<file path="config.mk">
export PLATFORM = sky130hd
export DESIGN_NAME = sdf_r2_stage
export DESIGN_NICKNAME = d
export VERILOG_FILES = /design/src/rtl/sdf_pkg.sv /design/src/rtl/sdf_phase_ctrl.sv /design/src/rtl/sdf_delay_line.sv /design/src/rtl/sdf_butterfly.sv /design/src/rtl/sdf_r2_stage.sv
export SDC_FILE = /design/constraint.sdc
export NUM_CORES = 1
export LEC_CHECK = 0
export BUFFER_PORTS_ARGS = -buffer_cell sky130_fd_sc_hd__buf_2
export CAP_MARGIN = 20
export CORE_MARGIN = 4
export CORE_UTILIZATION = 25
export CTS_CLUSTER_SIZE = 14
export DETAILED_ROUTE_END_ITERATION = 10
export HOLD_SLACK_MARGIN = 0.12
export PLACE_DENSITY = 0.48
export SLEW_MARGIN = 10
export SYNTH_ARGS = -nofsm -noshare
export SYNTH_HDL_FRONTEND = slang
export SYNTH_SLANG_ARGS = --single-unit
</file>
<file path="constraint.sdc">
create_clock -name clk_i -period 6.7 [get_ports clk_i]
set_input_delay 0.335 -clock clk_i [delete_from_list [all_inputs] [get_ports clk_i]]
set_output_delay 0.335 -clock clk_i [all_outputs]
set_load 0.01 [all_outputs]
</file>
<file path="src/rtl/sdf_pkg.sv">
package sdf_pkg;
  typedef enum logic {
    PH_FILL = 1'b0,
    PH_CALC = 1'b1
  } sdf_phase_e;
endpackage

</file>
<file path="src/rtl/sdf_phase_ctrl.sv">
module sdf_phase_ctrl
  import sdf_pkg::*;
#(
  parameter int DEPTH = 8
) (
  input  logic       clk_i,
  input  logic       rst_ni,
  input  logic       adv_i,
  output sdf_phase_e phase_o,
  output logic       rot_zone_o,
  output logic       primed_o
);
  localparam int LOG_D = $clog2(DEPTH);
  localparam int CNT_W = LOG_D + 2;

  logic [CNT_W-1:0] cnt_q;
  logic             primed_q;

  always_ff @(posedge clk_i or negedge rst_ni) begin
    if (!rst_ni) begin
      cnt_q    <= '0;
      primed_q <= 1'b0;
    end else if (adv_i) begin
      cnt_q <= cnt_q + 1'b1;
      if (phase_o == PH_CALC) primed_q <= 1'b1;
    end
  end

  assign phase_o    = sdf_phase_e'(cnt_q[LOG_D]);
  assign rot_zone_o = cnt_q[LOG_D+1] & cnt_q[LOG_D];
  assign primed_o   = primed_q;

  p_cnt_hold_r6: assert property (@(posedge clk_i) disable iff (!rst_ni)
    !adv_i |=> $stable(cnt_q));
  p_primed_sticky_r6: assert property (@(posedge clk_i) disable iff (!rst_ni)
    primed_q |=> primed_q);
endmodule

</file>
<file path="src/rtl/sdf_delay_line.sv">
module sdf_delay_line #(
  parameter int WIDTH = 32,
  parameter int DEPTH = 8
) (
  input  logic             clk_i,
  input  logic             rst_ni,
  input  logic             shift_i,
  input  logic [WIDTH-1:0] din_i,
  output logic [WIDTH-1:0] dout_o
);
  logic [WIDTH-1:0] tap_q [DEPTH];

  always_ff @(posedge clk_i or negedge rst_ni) begin
    if (!rst_ni) tap_q[0] <= '0;
    else if (shift_i) tap_q[0] <= din_i;
  end

  for (genvar i = 1; i < DEPTH; i++) begin : g_tap
    always_ff @(posedge clk_i or negedge rst_ni) begin
      if (!rst_ni) tap_q[i] <= '0;
      else if (shift_i) tap_q[i] <= tap_q[i-1];
    end
  end

  assign dout_o = tap_q[DEPTH-1];

  p_dl_hold_r3: assert property (@(posedge clk_i) disable iff (!rst_ni)
    !shift_i |=> $stable(dout_o));
endmodule

</file>
<file path="src/rtl/sdf_butterfly.sv">
module sdf_butterfly #(
  parameter int DATA_W   = 16,
  parameter bit MODIFIED = 1'b0
) (
  input  logic signed [DATA_W-1:0] a_re_i,
  input  logic signed [DATA_W-1:0] a_im_i,
  input  logic signed [DATA_W-1:0] b_re_i,
  input  logic signed [DATA_W-1:0] b_im_i,
  input  logic                     rot_i,
  output logic signed [DATA_W-1:0] sum_re_o,
  output logic signed [DATA_W-1:0] sum_im_o,
  output logic signed [DATA_W-1:0] dif_re_o,
  output logic signed [DATA_W-1:0] dif_im_o,
  output logic                     sat_o
);
  localparam int EW = DATA_W + 2;
  localparam logic signed [EW-1:0] MAX_V = EW'((2 ** (DATA_W - 1)) - 1);
  localparam logic signed [EW-1:0] MIN_V = -EW'(2 ** (DATA_W - 1));

  logic signed [EW-1:0] a_re_x, a_im_x, b_re_x, b_im_x, op_re, op_im;
  logic signed [EW-1:0] h_sr, h_si, h_dr, h_di;

  assign a_re_x = EW'(a_re_i);
  assign a_im_x = EW'(a_im_i);
  assign b_re_x = EW'(b_re_i);
  assign b_im_x = EW'(b_im_i);

  // -j * (re + j im) = im - j re
  if (MODIFIED) begin : g_rot
    assign op_re = rot_i ? b_im_x : b_re_x;
    assign op_im = rot_i ? -b_re_x : b_im_x;
  end else begin : g_plain
    logic unused_rot;
    assign unused_rot = rot_i;
    assign op_re = b_re_x;
    assign op_im = b_im_x;
  end

  assign h_sr = (a_re_x + op_re + EW'(1)) >>> 1;
  assign h_si = (a_im_x + op_im + EW'(1)) >>> 1;
  assign h_dr = (a_re_x - op_re + EW'(1)) >>> 1;
  assign h_di = (a_im_x - op_im + EW'(1)) >>> 1;

  function automatic logic signed [DATA_W-1:0] clip(input logic signed [EW-1:0] v);
    if (v > MAX_V) return MAX_V[DATA_W-1:0];
    if (v < MIN_V) return MIN_V[DATA_W-1:0];
    return v[DATA_W-1:0];
  endfunction

  function automatic logic over(input logic signed [EW-1:0] v);
    return (v > MAX_V) || (v < MIN_V);
  endfunction

  assign sum_re_o = clip(h_sr);
  assign sum_im_o = clip(h_si);
  assign dif_re_o = clip(h_dr);
  assign dif_im_o = clip(h_di);
  assign sat_o    = over(h_sr) | over(h_si) | over(h_dr) | over(h_di);
endmodule

</file>
<file path="src/rtl/sdf_r2_stage.sv">
module sdf_r2_stage
  import sdf_pkg::*;
#(
  parameter int DATA_W   = 16,
  parameter int DEPTH    = 8,
  parameter bit MODIFIED = 1'b0
) (
  input  logic                     clk_i,
  input  logic                     rst_ni,
  input  logic                     in_valid_i,
  input  logic signed [DATA_W-1:0] in_re_i,
  input  logic signed [DATA_W-1:0] in_im_i,
  output logic                     out_valid_o,
  output logic signed [DATA_W-1:0] out_re_o,
  output logic signed [DATA_W-1:0] out_im_o
);
  localparam int CW = 2 * DATA_W;

  sdf_phase_e phase;
  logic       rot_zone, primed, sat;
  logic [CW-1:0] dl_din, dl_dout;
  logic signed [DATA_W-1:0] head_re, head_im;
  logic signed [DATA_W-1:0] s_re, s_im, d_re, d_im;
  logic signed [DATA_W-1:0] nxt_re, nxt_im;
  logic       calc;

  sdf_phase_ctrl #(.DEPTH(DEPTH)) u_ctrl (
    .clk_i      (clk_i),
    .rst_ni     (rst_ni),
    .adv_i      (in_valid_i),
    .phase_o    (phase),
    .rot_zone_o (rot_zone),
    .primed_o   (primed)
  );

  sdf_delay_line #(.WIDTH(CW), .DEPTH(DEPTH)) u_dl (
    .clk_i   (clk_i),
    .rst_ni  (rst_ni),
    .shift_i (in_valid_i),
    .din_i   (dl_din),
    .dout_o  (dl_dout)
  );

  assign head_re = dl_dout[CW-1:DATA_W];
  assign head_im = dl_dout[DATA_W-1:0];

  sdf_butterfly #(.DATA_W(DATA_W), .MODIFIED(MODIFIED)) u_bf (
    .a_re_i   (head_re),
    .a_im_i   (head_im),
    .b_re_i   (in_re_i),
    .b_im_i   (in_im_i),
    .rot_i    (rot_zone),
    .sum_re_o (s_re),
    .sum_im_o (s_im),
    .dif_re_o (d_re),
    .dif_im_o (d_im),
    .sat_o    (sat)
  );

  assign calc   = (phase == PH_CALC);
  assign dl_din = calc ? {d_re, d_im} : {in_re_i, in_im_i};
  assign nxt_re = calc ? s_re : head_re;
  assign nxt_im = calc ? s_im : head_im;

  always_ff @(posedge clk_i or negedge rst_ni) begin
    if (!rst_ni) begin
      out_valid_o <= 1'b0;
      out_re_o    <= '0;
      out_im_o    <= '0;
    end else begin
      out_valid_o <= in_valid_i & (calc | primed);
      if (in_valid_i) begin
        out_re_o <= nxt_re;
        out_im_o <= nxt_im;
      end
    end
  end

  p_valid_needs_accept_r6: assert property (@(posedge clk_i) disable iff (!rst_ni)
    out_valid_o |-> $past(in_valid_i));
  p_idle_hold_r6: assert property (@(posedge clk_i) disable iff (!rst_ni)
    !in_valid_i |=> (!out_valid_o && $stable(out_re_o) && $stable(out_im_o)));
  // (a+b)/2 + (a-b)/2 recombines to a, plus at most one LSB of rounding
  p_recombine_re_r4: assert property (@(posedge clk_i) disable iff (!rst_ni)
    (in_valid_i && calc && !sat) |->
      ((DATA_W+2)'(s_re) + (DATA_W+2)'(d_re) - (DATA_W+2)'(head_re)) inside {0, 1});
  p_recombine_im_r4: assert property (@(posedge clk_i) disable iff (!rst_ni)
    (in_valid_i && calc && !sat) |->
      ((DATA_W+2)'(s_im) + (DATA_W+2)'(d_im) - (DATA_W+2)'(head_im)) inside {0, 1});
endmodule

</file>
### After elaboration in Yosys (flattened, before gate mapping)

Index checks and enable logic that the tools add are counted.

* register bits after elaboration: 295
* latch bits: 0
* bits in writable memories: 0
* memory bits (read-only): 0
* bits of input ports: 35
* output and inout bits: 33
* logic and storage cells: 64
* memories kept: 0

* add/subtract/negate cells: 9
* $mul: 0
* div/mod/pow operators: 0
* order comparisons: 8
* equal/unequal tests: 0
* shift-type cells: 0
* multiplexer cells: 31
* bitwise logic cells: 2
* reduce and logical (&&, ||, !) cells: 1

Operator list (number)
* two-way mux 16 bit: 18
* adder 17 x 2 -> 18 bit (second input constant): 4
* > comparator 17 x 16 -> 1 bit (second input constant): 4
* < comparator 17 x 16 -> 1 bit (second input constant): 4
* adder 16 x 16 -> 17 bit: 2
* subtractor 16 x 16 -> 17 bit: 2
* two-way mux 32 bit: 1
* two-way mux 1 bit: 12
* adder 5 x 1 -> 5 bit (second input constant): 1
* AND reduction 2 bit: 1
* bitwise AND 1 bit: 1
* bitwise OR 1 bit: 1

### Logic depth before layout (Yosys ltp)

* depth in word-level cells: 8
* gate-level depth with buffers: 17

### Hierarchy

From an unflattened synthesis, not the netlist that was laid out.

* cell total of the unflattened synthesis: 1311
* area total of the unflattened synthesis: 15945.3 um^2

By module, submodules not included
* sdf_delay_line: instances 1, cells each 572, area each 9834.4 um^2, seq. area each 6406.1 um^2
* sdf_butterfly: instances 1, cells each 546, area each 3973.8 um^2, seq. area each 0.0 um^2
* sdf_r2_stage: instances 1, cells each 176, area each 1896.8 um^2, seq. area each 825.8 um^2
* sdf_phase_ctrl: instances 1, cells each 17, area each 240.2 um^2, seq. area each 150.1 um^2

### Least setup slack after synthesis

Ideal clock, no wire load.

* kind: reg-to-reg
* from: register u_dl.tap_q (netlist bit u_dl.dout_o[1])
* to: register u_dl.tap_q[227] in the netlist's numbering
* library setup time: 104 ps
* arrival time: 2938 ps
* data required time: 6596 ps
* setup slack: 3658 ps
* stages on the path, launching flop included: 17
* buffers on the path: 1
* period minus slack after synthesis: 3042 ps
* cells stage by stage: dfrtp_1 inv_1 ha_1 inv_1 ha_1 inv_1 fa_1 nor2b_4 o31a_2 o32ai_2 o311ai_2 a21oi_2 a21oi_2 and2_1 buf_6 o21bai_1 a221oi_1

* longest elaborated chain between the ends: 8
* elaborated cells on any way between the ends: 11

Ends and longest elaborated chain
* from (decl): line sdf_delay_line.sv:11 `logic [WIDTH-1:0] tap_q [DEPTH];`
* from (signal, indexed assignment): line sdf_delay_line.sv:21 `else if (shift_i) tap_q[i] <= tap_q[i-1];`
* subtractor 16 x 16 -> 17 bit *: line sdf_butterfly.sv:42 `assign h_di = (a_im_x - op_im + EW'(1)) >>> 1;`
* adder 17 x 2 -> 18 bit *: line sdf_butterfly.sv:42
* < comparator 17 x 16 -> 1 bit: line sdf_butterfly.sv:46 `if (v < MIN_V) return MIN_V[DATA_W-1:0];`
* two-way mux 1 bit (2 in series): line sdf_butterfly.sv:46
* two-way mux 16 bit: line sdf_butterfly.sv:47 `return v[DATA_W-1:0];`
* two-way mux 16 bit *: line sdf_butterfly.sv:46
* two-way mux 32 bit *: line sdf_r2_stage.sv:61 `assign dl_din = calc ? {d_re, d_im} : {in_re_i, in_im_i};`

Mark *: on every way between the ends. The rest lies on a longest branch, timed or not. The select of a mux whose other input is x is not followed.
A chain may end at the register's enable or synchronous reset.

### Worst setup path in the final report

* from: register u_dl.tap_q (netlist bit u_dl.dout_o[17])
* to: register u_dl.tap_q[250] in the netlist's numbering

* longest elaborated chain between the ends: 8
* elaborated cells on any way between the ends: 11

Ends and longest elaborated chain
* subtractor 16 x 16 -> 17 bit *: line sdf_butterfly.sv:41 `assign h_dr = (a_re_x - op_re + EW'(1)) >>> 1;`
* adder 17 x 2 -> 18 bit *: line sdf_butterfly.sv:41
* < comparator 17 x 16 -> 1 bit: line sdf_butterfly.sv:46
* two-way mux 1 bit (2 in series): line sdf_butterfly.sv:46
* two-way mux 16 bit: line sdf_butterfly.sv:47
* two-way mux 16 bit *: line sdf_butterfly.sv:46
* two-way mux 32 bit *: line sdf_r2_stage.sv:61

Marks and branches as above.

==> results by group <==
Run status
  – Outcome: complete, no violations

Flow run
  – Maxcap violations: 0

Setup path
  – Worst EP required: 7160 ps
  – Kind of critical path: flop to flop
  – Critical path arrival: 4190 ps
  – CP Capture Type: flop
  – Startpoint types: flop
  – Crit path max fanout: 15
  – Most frequent CP cell: inv_1
  – Critical-path top delay cell: or3_1
  – Max incr delay on CP: 470 ps
  – Cells along the critical path: inv_1 -> ha_1 -> inv_1 -> ha_1 -> inv_1 -> fa_1 -> nor2b_1 -> o31ai_2 -> a32oi_1 -> a21bo_2 -> nor3b_2 -> mux2i_1 -> or3_1 -> o311ai_0 -> a221oi_2

Routing
  – TritonRoute pass-1 iters: 5
  – DRT Wirelength: 34.3 mm
  – Vias per std cell: 4.53
  – DRC Markers: 0
  – DR vias: 9,856
  – Final ANT Viol Nets: 0
  – Initial DRC count: 409
  – Drt wl/cell: 15.8 um

Synthesis
  – XOR/XNOR Fraction of Synth Area: 2.81%
  – Multiplexer area fraction after synthesis: 16.8%
  – Largest area contributor in the netlist: dfrtp_1
  – Post-synthesis compound-gate area fraction: 13.8%
  – Unique masters post-synth: 85
  – Mean Syn Cell Area: 11.7 um^2
  – Adder-cell share of the synthesized area: 8.16%
  – Number of flops mapped to enable cells by yosys: 0
  – Synthesized area: 0.0152 mm^2
  – Yosys warning count: 0
  – Synth Instances: 1,299
  – Top-area cell type share of the netlist area: 48.3%
  – Synth Register Bits: 294
  – Post-synthesis sequential area ratio: 48.3%
  – FFs w/ async S/R, synth: 100%
  – Synth area leaders: dfrtp_1 48%, mux2_2 17%, ha_1 7.6%
  – Largest family of logic cells by synthesized area: multiplexers
  – Syn nets: 1,431
  – Ys flop type: dfrtp_1
  – Post-Synth Simple-Gate Area: 6.66%

CTS
  – CTS Buf Count: 35
  – CTS Hold Bufs: 8
  – CTS tree: built
  – Post-CTS Setup Bufs: 0
  – Clock Pin Slew Worst Setup and Hold Paths: 60 ps
  – H-Tree Level Count: 2
  – Worst-skew pair later-pin latency: 540 ps
  – Root Driver: clkbuf_16
  – Cts repair resizes: 0
  – Clk buf depth: 3
  – CTS sink cnt: 294

STA
  – Max-slew violations: 0
  – Slew HR: 30.5%
  – Tmin final: 3730 ps
  – Endpoints failing setup: 0
  – Hold Vio Cnt, Final: 0
  – Achievable Freq: 268 MHz
  – Period utilisation layout: 55.6%
  – Setup WS post-layout: 2970 ps
  – Final setup TNS: 0 ps
  – Unrepaired setup endpoints after global routing: false
  – Skew final: 16.7 ps
  – Slew @ Worst Pin: 1040 ps

Finish
  – Commonest non-fill, non-tap cell in the layout: dfrtp_1
  – Area Overhead vs Synth: 16.0%
  – Fin nets: 1,497
  – Layout cells sized above 1: 28.6%
  – Most frequent cells in the layout: 293 x dfrtp_1, 224 x mux2_2, 105 x nor2_1, 93 x ha_1, 80 x inv_1
  – Fill cells: 6,255

Pwr
  – VDD IR max: 179 uV
  – Cell area power density: 503 mW/mm^2
  – Leak: 7.45 nW

Placed design
  – Port bufs: 67
  – GP Congestion: 0.828
  – Place WS: 2970 ps
  – Hpwl dp: 23.6 mm

Floorplanning
  – Die span in y: 255 um
  – Total Die Area: 0.0649 mm^2
  – CORE AREA: 0.0604 mm^2
  – Io pins: 68
  – Die width: 255 um
  – Site Rows: 90
  – Starting Density: 25.2%

Global routing
  – Vias in the first global route: 10,300
  – Initial antenna violation count: 3
  – Total track usage: 10.7%
  – Global-route wire length before repair: 56.3 mm
  – Total congestion overflow: 0
  – Largest net degree at the start of global routing: 177

Min path
  – Hold Path Class: input port to flop
-- critical path, delay by kind of cell (launching register included) --
| kind | cells | cell delay (ps) |
|---|---|---|
| mux | 1 | 160 |
| flops | 1 | 390 |
| fa+ha+maj | 3 | 850 |
| simple gates | 3 | 720 |
| compound gates | 5 | 1260 |
| buf+inv | 3 | 260 |
-- metrics by stage --
stage	utilization (%)	std cells	power, mW	cell area, um^2	hold slack, ps
after detailed placement	27.2	2102	7.03	16400	462
after global placement	27.2	2102	6.97	16400	460
after CTS	29.3	2174	9.06	17700	121
after global routing	29.3	2174	9.63	17700	144
after floorplan	-	1299	5.97	15200	39.4
final	29.3	2177	8.89	17700	144
-- state kept, by name, indices dropped and copies added, names as in the netlist --
signal,flops
u_ctrl.cnt_q,4
u_dl.tap_q,224
u_ctrl.primed_o,1
out_im_o,16
out_re_o,16
out_valid_o,1
u_dl.dout_o,32
-- Yosys cell counts, drive strengths merged (16+ instances only) --
library cell    n
a21o           19
a21oi          61
a221oi         22
clkbuf         48
dfrtp         294
ha             93
inv            80
mux2          224
nand2          43
nor2          106
o21ai          67
o21bai         16
xnor2          37
-- logic make-up (layout without fill, tap and decap cells) --
logic type,after synthesis,in the layout
other cells,0,3
mux,227,227
flops,294,294
fa+ha+maj,97,97
simple gates,218,218
xor+xnor,48,48
buf+inv,136,229
compound gates,279,279
-- per-layer routing --
| metal | up-vias | GRT usage, % | share of wire [%] |
|---|---|---|---|
| met5 | - | 0 | 0 |
| met4 | 0 | 3.35 | 2.8 |
| met3 | 60 | 2.61 | 4.8 |
| met2 | 130 | 17.2 | 45 |
| met1 | 4910 | 14.4 | 47 |
| li1 | 4756 | - | - |
-- area by class of cell --
cell class | instances | area [um^2] | share of cell area [%]
antenna | 3 | 7.51 | 0.0425
clock buffer | 53 | 1020 | 5.80
clock inverter | 11 | 153 | 0.864
inverter | 81 | 304 | 1.72
multi-input combinational | 869 | 7330 | 41.5
sequential | 294 | 7360 | 41.6
tap | 782 | 978 | 5.54
timing repair buffer | 84 | 515 | 2.92
-- power by group --
part / switching [mW] / internal [mW] / leakage, nW
registers: 0.515 / 2.65 / 3.30
logic: 2.00 / 1.79 / 3.57
clock network: 0.759 / 1.18 / 0.577
-- worst paths after layout --
check                                 from         endpoint  slack [ps]  cells past startpoint
min in group asynchronous           rst_ni  u_dl.tap_q[108]         460                      2
max                        u_dl.dout_o[17]  u_dl.tap_q[250]        2970                     15
max in group asynchronous           rst_ni  u_dl.tap_q[112]        4730                      3
min                             in_re_i[4]  u_dl.tap_q[244]         140                      3
min reg2reg                u_ctrl.cnt_q[2]  u_ctrl.cnt_q[2]         470                      1
max reg2reg                u_dl.dout_o[17]  u_dl.tap_q[250]        2970                     15
Note: power is estimated with default switching activity, not from simulation.
